$ cat config.mk
export PLATFORM = sky130hd
export DESIGN_NAME = pulse_width_limiter
export DESIGN_NICKNAME = d
export VERILOG_FILES = /design/src/rtl/pwl_pkg.sv /design/src/rtl/pwl_cfg_regs.sv /design/src/rtl/pwl_tick_gen.sv /design/src/rtl/pwl_pulse_fsm.sv /design/src/rtl/pulse_width_limiter.sv
export SDC_FILE = /design/constraint.sdc
export NUM_CORES = 1
export LEC_CHECK = 0
export BUFFER_PORTS_ARGS = -buffer_cell sky130_fd_sc_hd__buf_2
export CORE_MARGIN = 2
export CORE_UTILIZATION = 54
export CTS_CLUSTER_DIAMETER = 120
export DETAILED_ROUTE_END_ITERATION = 10
export GPL_TIMING_DRIVEN = 0
export HOLD_SLACK_MARGIN = 0.02
export PLACE_DENSITY = 0.74
export SYNTH_ARGS = -nofsm -noshare
export SYNTH_HDL_FRONTEND = slang
export SYNTH_HIERARCHICAL = 1
export SYNTH_SLANG_ARGS = --single-unit
export TNS_END_PERCENT = 50
$ cat constraint.sdc
create_clock -name clk_i -period 3.4 [get_ports clk_i]
set_clock_uncertainty 0.1 [all_clocks]
set_input_delay 0.68 -clock clk_i [delete_from_list [all_inputs] [get_ports clk_i]]
set_output_delay 0.68 -clock clk_i [all_outputs]
set_load 0.05 [all_outputs]
$ cat src/rtl/pwl_pkg.sv
package pwl_pkg;
  typedef enum logic [1:0] {
    ST_IDLE = 2'd0,
    ST_ACT  = 2'd1,
    ST_GAP  = 2'd2
  } pwl_state_e;
endpackage

$ cat src/rtl/pwl_cfg_regs.sv
module pwl_cfg_regs #(
  parameter int W = 8
) (
  input  logic         clk_i,
  input  logic         rst_ni,
  input  logic         we_i,
  input  logic [W-1:0] max_width_i,
  input  logic [W-1:0] interval_i,
  input  logic         invert_i,
  output logic [W-1:0] max_width_o,
  output logic [W-1:0] interval_o,
  output logic         invert_o
);
  always_ff @(posedge clk_i or negedge rst_ni) begin
    if (!rst_ni) begin
      max_width_o <= '1;
      interval_o  <= '0;
      invert_o    <= 1'b0;
    end else if (we_i) begin
      max_width_o <= max_width_i;
      interval_o  <= interval_i;
      invert_o    <= invert_i;
    end
  end
endmodule

$ cat src/rtl/pwl_tick_gen.sv
module pwl_tick_gen #(
  parameter int W = 8
) (
  input  logic         clk_i,
  input  logic         rst_ni,
  input  logic         sample_i,
  input  logic [W-1:0] interval_i,
  output logic         tick_o
);
  logic [W-1:0] cnt_q;
  logic         last;

  // >= so a shrunk interval cannot strand the counter above the limit
  assign last   = (interval_i == '0) || (cnt_q >= interval_i - W'(1));
  assign tick_o = sample_i && last;

  always_ff @(posedge clk_i or negedge rst_ni) begin
    if (!rst_ni)       cnt_q <= '0;
    else if (sample_i) cnt_q <= tick_o ? '0 : cnt_q + W'(1);
  end

  AST_CNT_RESTART: assert property (@(posedge clk_i) disable iff (!rst_ni) (tick_o && interval_i != '0) |=> cnt_q == '0);
  AST_CNT_HOLD: assert property (@(posedge clk_i) disable iff (!rst_ni) !sample_i |=> $stable(cnt_q));
endmodule

$ cat src/rtl/pwl_pulse_fsm.sv
module pwl_pulse_fsm
  import pwl_pkg::*;
#(
  parameter int W = 8
) (
  input  logic         clk_i,
  input  logic         rst_ni,
  input  logic         tick_i,
  input  logic         req_i,
  input  logic         paced_i,
  input  logic [W-1:0] max_width_i,
  output logic         active_o
);
  localparam int CW = W + 1;

  pwl_state_e    st_q, st_d;
  logic          pend_q, pend_d;
  logic [CW-1:0] wcnt_q, wcnt_d;
  logic          toggle;
  logic [CW-1:0] limit;

  assign toggle = (max_width_i == '1);
  assign limit  = {max_width_i, 1'b0};

  always_comb begin
    st_d   = st_q;
    pend_d = pend_q;
    wcnt_d = wcnt_q;
    if (toggle) begin
      pend_d = 1'b0;
      unique case (st_q)
        ST_IDLE: if (req_i) st_d = ST_ACT;
        ST_ACT:  if (req_i) st_d = ST_IDLE;
        ST_GAP:  if (tick_i) st_d = ST_IDLE;
        default: st_d = ST_IDLE;
      endcase
    end else begin
      unique case (st_q)
        ST_IDLE: begin
          if ((req_i || pend_q) && (!paced_i || tick_i)) begin
            st_d   = ST_ACT;
            wcnt_d = '0;
            pend_d = pend_q && req_i;
          end else if (req_i) begin
            pend_d = 1'b1;
          end
        end
        ST_ACT: begin
          if (req_i) pend_d = 1'b1;
          if (tick_i) begin
            if (wcnt_q >= limit) st_d = ST_GAP;
            else                 wcnt_d = wcnt_q + CW'(1);
          end
        end
        ST_GAP: begin
          if (req_i) pend_d = 1'b1;
          if (tick_i) begin
            if (pend_q || req_i) begin
              st_d   = ST_ACT;
              wcnt_d = '0;
              pend_d = pend_q && req_i;
            end else begin
              st_d = ST_IDLE;
            end
          end
        end
        default: st_d = ST_IDLE;
      endcase
    end
  end

  always_ff @(posedge clk_i or negedge rst_ni) begin
    if (!rst_ni) begin
      st_q   <= ST_IDLE;
      pend_q <= 1'b0;
      wcnt_q <= '0;
    end else begin
      st_q   <= st_d;
      pend_q <= pend_d;
      wcnt_q <= wcnt_d;
    end
  end

  assign active_o = (st_q == ST_ACT);

  AST_HOLD_BETWEEN_TICKS: assert property (@(posedge clk_i) disable iff (!rst_ni) (st_q == ST_ACT && !toggle && !tick_i) |=> st_q == ST_ACT);
  AST_WIDTH_BOUND: assert property (@(posedge clk_i) disable iff (!rst_ni) (st_q == ST_ACT && !toggle) |-> wcnt_q <= limit);
  AST_IMMEDIATE_START: assert property (@(posedge clk_i) disable iff (!rst_ni) (!toggle && !paced_i && req_i && st_q == ST_IDLE) |=> st_q == ST_ACT);
  AST_GAP_ONE_TICK: assert property (@(posedge clk_i) disable iff (!rst_ni) (st_q == ST_GAP && !tick_i) |=> st_q == ST_GAP);
  AST_PEND_START: assert property (@(posedge clk_i) disable iff (!rst_ni) (st_q == ST_GAP && pend_q && tick_i && !toggle) |=> st_q == ST_ACT);
  AST_TOGGLE_FLIP: assert property (@(posedge clk_i) disable iff (!rst_ni) (toggle && req_i && st_q == ST_ACT) |=> st_q == ST_IDLE);
endmodule

$ cat src/rtl/pulse_width_limiter.sv
module pulse_width_limiter #(
  parameter int W = 8
) (
  input  logic         clk_i,
  input  logic         rst_ni,
  input  logic         sample_i,
  input  logic         req_i,
  input  logic         cfg_we_i,
  input  logic [W-1:0] cfg_max_width_i,
  input  logic [W-1:0] cfg_interval_i,
  input  logic         cfg_invert_i,
  output logic         pulse_o
);
  logic [W-1:0] max_width;
  logic [W-1:0] interval;
  logic         invert;
  logic         tick;
  logic         active;

  pwl_cfg_regs #(.W(W)) u_cfg (
    .clk_i       (clk_i),
    .rst_ni      (rst_ni),
    .we_i        (cfg_we_i),
    .max_width_i (cfg_max_width_i),
    .interval_i  (cfg_interval_i),
    .invert_i    (cfg_invert_i),
    .max_width_o (max_width),
    .interval_o  (interval),
    .invert_o    (invert)
  );

  pwl_tick_gen #(.W(W)) u_tick (
    .clk_i      (clk_i),
    .rst_ni     (rst_ni),
    .sample_i   (sample_i),
    .interval_i (interval),
    .tick_o     (tick)
  );

  pwl_pulse_fsm #(.W(W)) u_fsm (
    .clk_i       (clk_i),
    .rst_ni      (rst_ni),
    .tick_i      (tick),
    .req_i       (req_i),
    .paced_i     (interval != '0),
    .max_width_i (max_width),
    .active_o    (active)
  );

  // active-low unless inverted
  assign pulse_o = active ? invert : ~invert;

  AST_CFG_STABLE: assert property (@(posedge clk_i) disable iff (!rst_ni) !cfg_we_i |=> $stable(invert));
endmodule

==> results of run 1 <==
sequential cells by signal, indices dropped and copies added, names as in the netlist:
signal and count:
u_fsm/st_q 2, u_fsm/wcnt_q 9, u_tick/cnt_q 8, u_cfg/interval_o 8, u_cfg/max_width_o 8, u_cfg/invert_o 1, u_fsm/pend_q 1
path summary, 6_finish.rpt:
check | to | slack (ps) | cells past startpoint
max | u_fsm/wcnt_q[3] | 140 | 13
max reg2reg | u_fsm/wcnt_q[3] | 140 | 13
min | u_fsm/wcnt_q[3] | 370 | 1
min reg2reg | u_tick/cnt_q[7] | 460 | 2
min in group clk_i | u_tick/cnt_q[7] | 460 | 2
max in group asynchronous | u_cfg/interval_o[1] | 2260 | 1
cells in the mapped netlist (all sizes together) (7+ instances only):
cell / count
a21oi: 8
dfrtp: 29
dfstp: 8
ha: 23
inv: 25
mux2: 17
nand2: 22
nand3: 13
nor2: 14
nor3: 12
nor4: 8
o21ai: 7
xnor2: 7
timing repair:
item | 4_1_cts | 5_1_grt
endpoints found under the setup margin | 9 | 10
buffers inserted | 1 | 8
pin swaps | 1 | 5
gates resized for setup | 9 | 7
area by class of cell:
| cell class | instances | area (sq um) |
|---|---|---|
| Buffer | 7 | 56.3 |
| Clock buffer | 5 | 68.8 |
| Clock inverter | 3 | 22.5 |
| Fill cell | 398 | 1680 |
| Inverter | 25 | 93.8 |
| Multi-Input combinational cell | 200 | 1600 |
| Sequential cell | 37 | 943 |
| Tap cell | 67 | 83.8 |
| Timing Repair Buffer | 30 | 173 |
routing by layer:
layer	track usage [%]	wire (um)	vias to the layer above
met4	4.85	36	0
met2	37.2	2760	67
met1	32.3	2620	1061
met5	0	0	-
li1	-	-	1065
met3	6.64	314	4
kinds of logic after synthesis:
kind of cell / Yosys count
simple gates: 91
compound gates: 56
flops: 37
buf+inv: 32
fa+ha+maj: 24
mux: 18
xor+xnor: 11
power by group through the flow:
| stage | Combinational (mW) | Clock (mW) | Sequential [mW] |
|---|---|---|---|
| 2_1_floorplan | 0.676 | 0 | 0.665 |
| 3_3_place_gp | 0.814 | 0 | 0.704 |
| 3_5_place_dp | 0.842 | 0 | 0.707 |
| 4_1_cts | 0.865 | 0.328 | 0.702 |
| 5_1_grt | 1.02 | 0.352 | 0.721 |
| 6_report | 0.905 | 0.319 | 0.702 |
cell usage in the layout, fill, tap and decap left out, types with 6 or more instances in the layout:
| master | n |
|---|---|
| xnor2_1 | 7 |
| nand2_1 | 22 |
| mux2_2 | 7 |
| a21oi_1 | 7 |
| o21ai_0 | 6 |
| nor4_1 | 7 |
| nor2_1 | 13 |
| nand3_1 | 12 |
| buf_2 | 23 |
| dfstp_2 | 8 |
| ha_1 | 22 |
| buf_4 | 10 |
| inv_1 | 25 |
| mux2_4 | 10 |
| dfrtp_1 | 23 |
| nor3_1 | 10 |
| dfrtp_2 | 6 |
stage by stage:
step / util, % / area, sq um / TNS [ps] / cells
floorplan: - / 2650 / 0 / 269
global placement: 60.0 / 2840 / -395 / 357
detailed placement: 60.0 / 2840 / -724 / 357
CTS: 62.7 / 2960 / 0 / 366
global route: 64.4 / 3040 / -35.2 / 374
finish: 64.4 / 3040 / 0 / 374
==> metrics.txt, run 1 <==
Synth Area in Compound Gates 16.8%; Final min period 3260 ps; simple-gate portion of the synthesized area 18.3%; CP startpoint u_cfg/interval_o[5]; final setup fails 0; Tot Pwr 1.93 mW; P_leak 1.36 nW; crit path max fanout 4; Clock H-tree levels 2; initial antenna violation count 0; maximum clock frequency 307 MHz; synth top area cells dfrtp_1, ha_1, dfstp_2; EDFF count, synth 0; Root Buffer clkbuf_8; layout overhead on the synthesized area 14.9%; average cell area after synthesis 9.84 sq um; Sink Count 37; drt initial violations 118; dpl ws -230 ps; mux share of post-synthesis cell area 9.03%; Starting Density 56.0%; Routability Congestion 0.831; post-synthesis adder-cell area fraction 11.3%; dominant cell type by area after synthesis dfrtp_1; Hold/Removal Path Class in -> async; asr flop ratio synth 100%; post-DR wirelength/cell 15.3 um; largest family of logic cells by synthesized area simple AND/OR/NAND/NOR gates; # nets final 351; GR Overflow Total 0; Worst setup SP type flip-flop; sequential fraction of the synthesis area 35.4%; fin worst setup slack 140 ps; PD cells 633 nW/um^2; crit path DAT 3400 ps; clk slew on worst S/H paths 80 ps; share of post-route cells with drive strength above 1 30.6%; Switching Fraction 42.9%; post-DP HPWL 4180 um; Worst-Skew Late Latency 300 ps; antenna viol nets, final 0; Vias 2197; drt drc 0; ANT cells 0; Sw Pwr 825 uW; fin crit share 95.9%; Comb power frac 47.0%; type of destination of the critical path flip-flop; worst slew pin tran 817 ps; first-pass GRT wire length 9860 um; clock share of power 16.6%; dominant synthesized flop cell dfrtp_1; synthesized area 2650 sq um; critical path class reg -> reg; Seq pwr share 36.4%; DIE AREA 5480 sq um; CP Cell Sequence nor4_4 -> nand2_1 -> xor2_1 -> ha_1 -> and4_1 -> o21ai_2 -> nor2_2 -> o21a_2 -> o21a_1 -> o221ai_2 -> or2_4 -> or4_1 -> nand3_1; Worst Path Required 3540 ps; YS warnings 6; final hold violations 0; syn_nets 314; internal power 1.10 mW; Via density 5.87; Synth cell types 57; Buf+Inv Stages, Crit Path 0; die width 74.0 um; Pre-Repair DR Iteration Count 5; final WL 5730 um; worst vdd ir 0.455 mV; worst stage delay on the critical path 530 ps; top cell type's share of synthesized area 27.4%; Crit path max-delay family simple AND/OR/NAND/NOR gates; Final Max Tran Viols 0; slowest stage cell, crit path or4_1; R2R Path Start u_cfg/interval_o[5]; XOR/XNOR share of the synthesized area 3.64%; CTS Buf Count 5; status completed; largest net degree at the start of global routing 38; max cap viols 0; # rows 25; I/O Buffers 21; synthesis-stage register bit count 37; CTS tree done; vias in the first global route 2090; Die Ht 74.0 um; core area 4720 sq um; Boundary Pins 23; hold_buf cts 0; slew margin rel. 45.5%; Mapped Cells 269; Total Routing Usage GR 23.4%; hold_ws 374 ps; largest buffer count on any clock path 2
No activity file was read; power rests on OpenSTA's default activity.
==> inputs of run 2 (changes only) <==
CORE_UTILIZATION = 33   (was 54)
PLACE_DENSITY = 0.49   (was 0.74)
==> run 2 against run 1 <==
Effect of this change: design area increased by 2.8%; critical path depth unchanged; clock power increased by 2%; utilization decreased by 24 points; power increased by 2.4%; flip-flop and latch count unchanged; register-to-register slack got worse by 30 ps; die area increased by 60%; clock-buffer cell count unchanged; via count decreased by 3.9%; setup slack got worse by 29 ps.
==> metrics.txt, run 2 (same netlist as run 1, synthesis figures left out) <==
status completed; GR Overflow Total 0 (unchanged); Total Routing Usage GR 15.0% (-8.5 points); R2R Path Start u_cfg/interval_o[2]; commonest non-fill, non-tap cell in the layout inv_1; P_leak 1.37 nW (+0.26%); final hold violations 0 (unchanged); drt initial violations 110 (-6.8%); Tot Pwr 1.97 mW (+2.4%); CTS tree done; Finished Layout Cells 410 (+9.6%); worst vdd ir 0.197 mV (-57%); fin worst setup slack 111 ps (-28.7 ps); Boundary Pins 23 (unchanged); largest buffer count on any clock path 2 (unchanged); post-DR wirelength/cell 14.7 um (-4.4%); first-pass GRT wire length 10300 um (+4.2%); FF-to-FF setup slack 110 ps (-30 ps); Die Ht 93.6 um (+26%); commonest cells after routing, fill and taps aside inv_1, dfrtp_1, buf_2; layout overhead on the synthesized area 18.2%; largest net degree at the start of global routing 38 (unchanged); final setup fails 0 (unchanged); worst slew pin tran 841 ps (+24.1 ps); Clock H-tree levels 2 (unchanged); maximum clock frequency 304 MHz (-0.87%); max cap viols 0 (unchanged); crit path max fanout 4 (unchanged); CP startpoint u_cfg/interval_o[2]; die width 93.6 um (+26%); Hold/Removal Path Class in -> async; Worst setup SP type flip-flop; initial antenna violation count 0 (unchanged); Root Buffer clkbuf_8; drt drc 0 (unchanged); dpl ws -241 ps (-11.0 ps); RSZ-0062 raised after global routing true; critical path class reg -> reg; Starting Density 34.1% (-22 points); slew margin rel. 43.9% (-1.6 points); Pre-Repair DR Iteration Count 4 (-1); type of destination of the critical path flip-flop; Final Max Tran Viols 0 (unchanged); DIE AREA 8750 sq um (+60%); clk slew on worst S/H paths 80 ps (about the same); I/O Buffers 21 (unchanged); Setup TNS Final 0 ps (unchanged); R2R Path End u_fsm/wcnt_q[7]; Routability Congestion 0.807 (-2.9%); vias in the first global route 2025 (-3.1%); PD cells 631 nW/um^2 (-0.40%); hold_buf cts 0 (unchanged); Worst Path Required 3530 ps (about the same); Via density 5.15 (-12%); r2r worst-path depth 13 (unchanged); core area 7770 sq um (+64%); # rows 32 (+28%); crit path DAT 3420 ps (+20 ps); max reg flops 9 (unchanged); Reg with most FFs u_fsm/wcnt_q; # nets final 352 (+0.28%); Sink Count 37 (unchanged); Final min period 3290 ps (+28.7 ps); final WL 6010 um (+4.8%); fin crit share 96.7% (+0.84 points); Worst-Skew Late Latency 290 ps (about the same); Placed Cells 392 (+9.8%); crit path to u_fsm/wcnt_q[7]; Vias 2112 (-3.9%); ANT cells 0 (unchanged); post-DP HPWL 4310 um (+3.0%); antenna viol nets, final 0 (unchanged); share of post-route cells with drive strength above 1 31.8% (+1.2 points); CTS Buf Count 5 (unchanged)
==> run 2: changes by cell type in the layout (fill, tap and decap cells not counted), sizes merged <==
cell	delta
clkinvlp	+1
clkinv	-2
inv	+1
buf	+1
==> run 2: how the worst min path moves through the flow <==
stage                          endpoint  slack [ps]  cells after the start
floorplan           u_cfg/interval_o[0]         280                      0
global placement         u_cfg/invert_o         420                      1
finish              u_cfg/interval_o[1]         380                      1
detailed placement       u_cfg/invert_o         420                      1
global route        u_cfg/interval_o[1]         460                      1
CTS                 u_cfg/interval_o[0]         420                      1
==> run 2: metal layers <==
metal | GRT usage, % | wire [um] | up-vias
met2 | 22.2 | 2700 | 30
met5 | 0 | 0 | -
li1 | - | - | 1072
met4 | 3.86 | 51 | 0
met3 | 3.38 | 200 | 5
met1 | 21.9 | 3060 | 1005
==> run 2: critical path, cell delays in order (launching register included) <==
cell	delay [ps]
dfrtp_2	450
nor4_4	320
nand2_1	100
xor2_1	160
ha_1	340
and4_4	240
o21ai_4	70
nor2_2	120
o21a_2	200
o21a_1	150
o221ai_2	120
nor3_1	290
or4b_1	460
nand3_1	90
==> run 2: stage by stage <==
| stage | area [sq um] | util [%] | hold WS (ps) |
|---|---|---|---|
| after detailed placement | 2880 | 37.1 | 422 |
| after global routing | 3130 | 40.3 | 457 |
| final | 3130 | 40.3 | 384 |
| after CTS | 3030 | 39.0 | 425 |
| after global placement | 2880 | 37.1 | 415 |
| after floorplan | 2650 | - | 284 |
==> run 2: area by class of cell <==
cell class	instances	area, sq um
clock inverters	3	25.0
plain buffers	7	60.1
repair buffers	31	180
well taps	102	128
multi-input cells	200	1630
fillers	805	4640
clock buffers	5	68.8
inverters	25	93.8
flip-flops and latches	37	942
==> run 2: what timing repair did <==
action	CTS	global route
setup buffers	3	7
gates cloned	0	0
hold endpoints to repair	0	0
gates resized for setup	9	12
setup endpoints to repair	9	10
pin swaps	3	11
==> run 2: power by group <==
part / internal, mW / leakage, nW / total [mW] / switching, mW
Sequential: 0.557 / 0.439 / 0.703 / 0.146
Clock: 0.148 / 0.0447 / 0.325 / 0.177
Combinational: 0.419 / 0.884 / 0.943 / 0.524
Total: 1.12 / 1.37 / 1.97 / 0.848
==> inputs of run 3 (changes only) <==
CORE_UTILIZATION = 40   (was 33)
PLACE_DENSITY = 0.55   (was 0.49)
clock period = 3.7 ns   (was 3.4 ns; I/O delays follow)
==> run 3 against run 2 <==
Effect of this change: sequential share of layout area grew 0.97 points; critical path depth did not move; clock power increased by 15%; first-iteration DRC count is 24% lower; critical endpoint is now u_fsm/wcnt_q[3].
==> metrics.txt, run 3 (same netlist as run 1, synthesis figures left out) <==
# nets final 343 (-2.6%); worst vdd ir 0.307 mV (+56%); fin crit share 92.7% (-4.1 points); Sink Count 37 (unchanged); DIE AREA 7280 sq um (-17%); slew margin rel. 44.4% (+0.43 points); worst slew pin tran 835 ps (-6.43 ps); Final min period 3430 ps (+140 ps); P_leak 1.33 nW (-2.7%); antenna viol nets, final 0 (unchanged); Pre-Repair DR Iteration Count 4 (unchanged); Crit path max-delay family simple AND/OR/NAND/NOR gates; Reg with most FFs u_fsm/wcnt_q; RSZ-0062 raised after global routing false; crit path max fanout 6 (+2); Finished Cell Area 3010 sq um (-3.6%); ANT cells 0 (unchanged); first-pass GRT wire length 9920 um (-3.5%); fillers 614 (-24%); Sequential Area 937 sq um (-0.53%); clk slew on worst S/H paths 80 ps (about the same); Worst setup SP type flip-flop; Boundary Pins 23 (unchanged); commonest non-fill, non-tap cell in the layout dfrtp_1; R2R Path Start u_cfg/interval_o[5]; hold_buf cts 0 (unchanged); post-DP HPWL 4280 um (-0.70%); type of destination of the critical path flip-flop; drt initial violations 84 (-24%); initial antenna violation count 0 (unchanged); die width 85.3 um (-8.8%); Worst Path Required 3820 ps (+290 ps); # rows 29 (-9.4%); DP Area 2850 sq um (-1.1%); slowest stage cell, crit path or4_1; Vias 2079 (-1.6%); share of post-route cells with drive strength above 1 26.4% (-5.4 points); final WL 5700 um (-5.1%); final setup fails 0 (unchanged); layout overhead on the synthesized area 13.9%; post-DR wirelength/cell 15.2 um (+3.4%); GR Overflow Total 0 (unchanged); Starting Density 41.4% (+7.4 points); Clock H-tree levels 2 (unchanged); fin worst setup slack 271 ps (+160 ps); CTS Buf Count 5 (unchanged); CTS tree done; Tot Pwr 1.81 mW (-8.0%); Routability Congestion 0.778 (-3.6%); Root Buffer clkbuf_8; I/O Buffers 21 (unchanged); worst stage delay on the critical path 540 ps (+80 ps); critical path class reg -> reg; Buf+Inv Stages, Crit Path 0 (unchanged); commonest cells after routing, fill and taps aside dfrtp_1, inv_1, buf_2, ha_1, nand2_1; Total Routing Usage GR 17.2% (+2.2 points); max cap viols 0 (unchanged); max reg flops 9 (unchanged); vias in the first global route 2065 (+2.0%); Setup TNS Final 0 ps (unchanged); largest net degree at the start of global routing 38 (unchanged); Worst-Skew Late Latency 290 ps (about the same); CP Cell Sequence nor4_4 -> nand2_1 -> xor2_1 -> ha_1 -> and4_1 -> o21ai_2 -> nor2_2 -> o21a_2 -> o21a_1 -> o221ai_2 -> or2_1 -> or4_1 -> nand3_1; maximum clock frequency 292 MHz (-4.1%); Hold/Removal Path Class in -> async; final hold violations 0 (unchanged); Die Ht 85.3 um (-8.8%); largest buffer count on any clock path 2 (unchanged); drt drc 0 (unchanged); crit path DAT 3550 ps (+130 ps); status completed; CP startpoint u_cfg/interval_o[5]; Via density 5.53 (+7.3%); PD cells 602 nW/um^2 (-4.5%); dpl ws 5.40 ps (+246 ps); core area 6390 sq um (-18%); Multi-input gate area 1600 sq um (-2.0%); Final Max Tran Viols 0 (unchanged)
## run 3: per-layer routing
metal  global-route usage [%]  share of wire [%]
met1                     24.7                 52
met2                     25.6                 43
met3                     3.02                3.6
met4                     6.64                1.5
met5                        0                  0
## run 3: report_power, final
part | internal (mW) | total (mW) | switching (mW)
registers | 0.511 | 0.648 | 0.137
logic | 0.339 | 0.791 | 0.453
clock network | 0.219 | 0.374 | 0.155
total | 1.07 | 1.81 | 0.744
## run 3: worst register-to-register path, stage by stage, from the launching register on
cell      delay [ps]
dfrtp_1          460
nor4_4           350
nand2_1          100
xor2_1           160
ha_1             330
and4_1           210
o21ai_2          100
nor2_2           160
o21a_2           230
o21a_1           160
o221ai_2         120
or2_1            270
or4_1            540
nand3_1          100
## run 3: layout make-up
cell class | instances | area share (%)
clock inverters | 2 | 1.25
plain buffers | 7 | 1.87
multi-input cells | 200 | 53.0
flip-flops and latches | 37 | 31.1
clock buffers | 6 | 2.74
repair buffers | 22 | 3.74
well taps | 77 | 3.20
inverters | 25 | 3.11
## run 3: final timing paths
path	endpoint	slack, ps	cells past startpoint
max	u_fsm/wcnt_q[3]	270	13
min	u_tick/cnt_q[3]	440	1
min reg2reg	u_cfg/invert_o	440	1
max reg2reg	u_fsm/wcnt_q[3]	270	13
max in group asynchronous	u_cfg/interval_o[2]	2480	1
min in group clk_i	u_cfg/invert_o	440	1
## run 3: stage by stage
stage	cells	util [%]	hold slack (ps)
final	376	47.2	437
after global routing	376	47.2	459
after CTS	375	46.6	441
after detailed placement	367	44.6	422
after global placement	367	44.6	417
after floorplan	269	-	344
## run 3: timing repair
item	in CTS	in global routing
setup endpoints to repair	1	9
pin swaps	0	1
resized for setup	1	8
buffers inserted	0	1
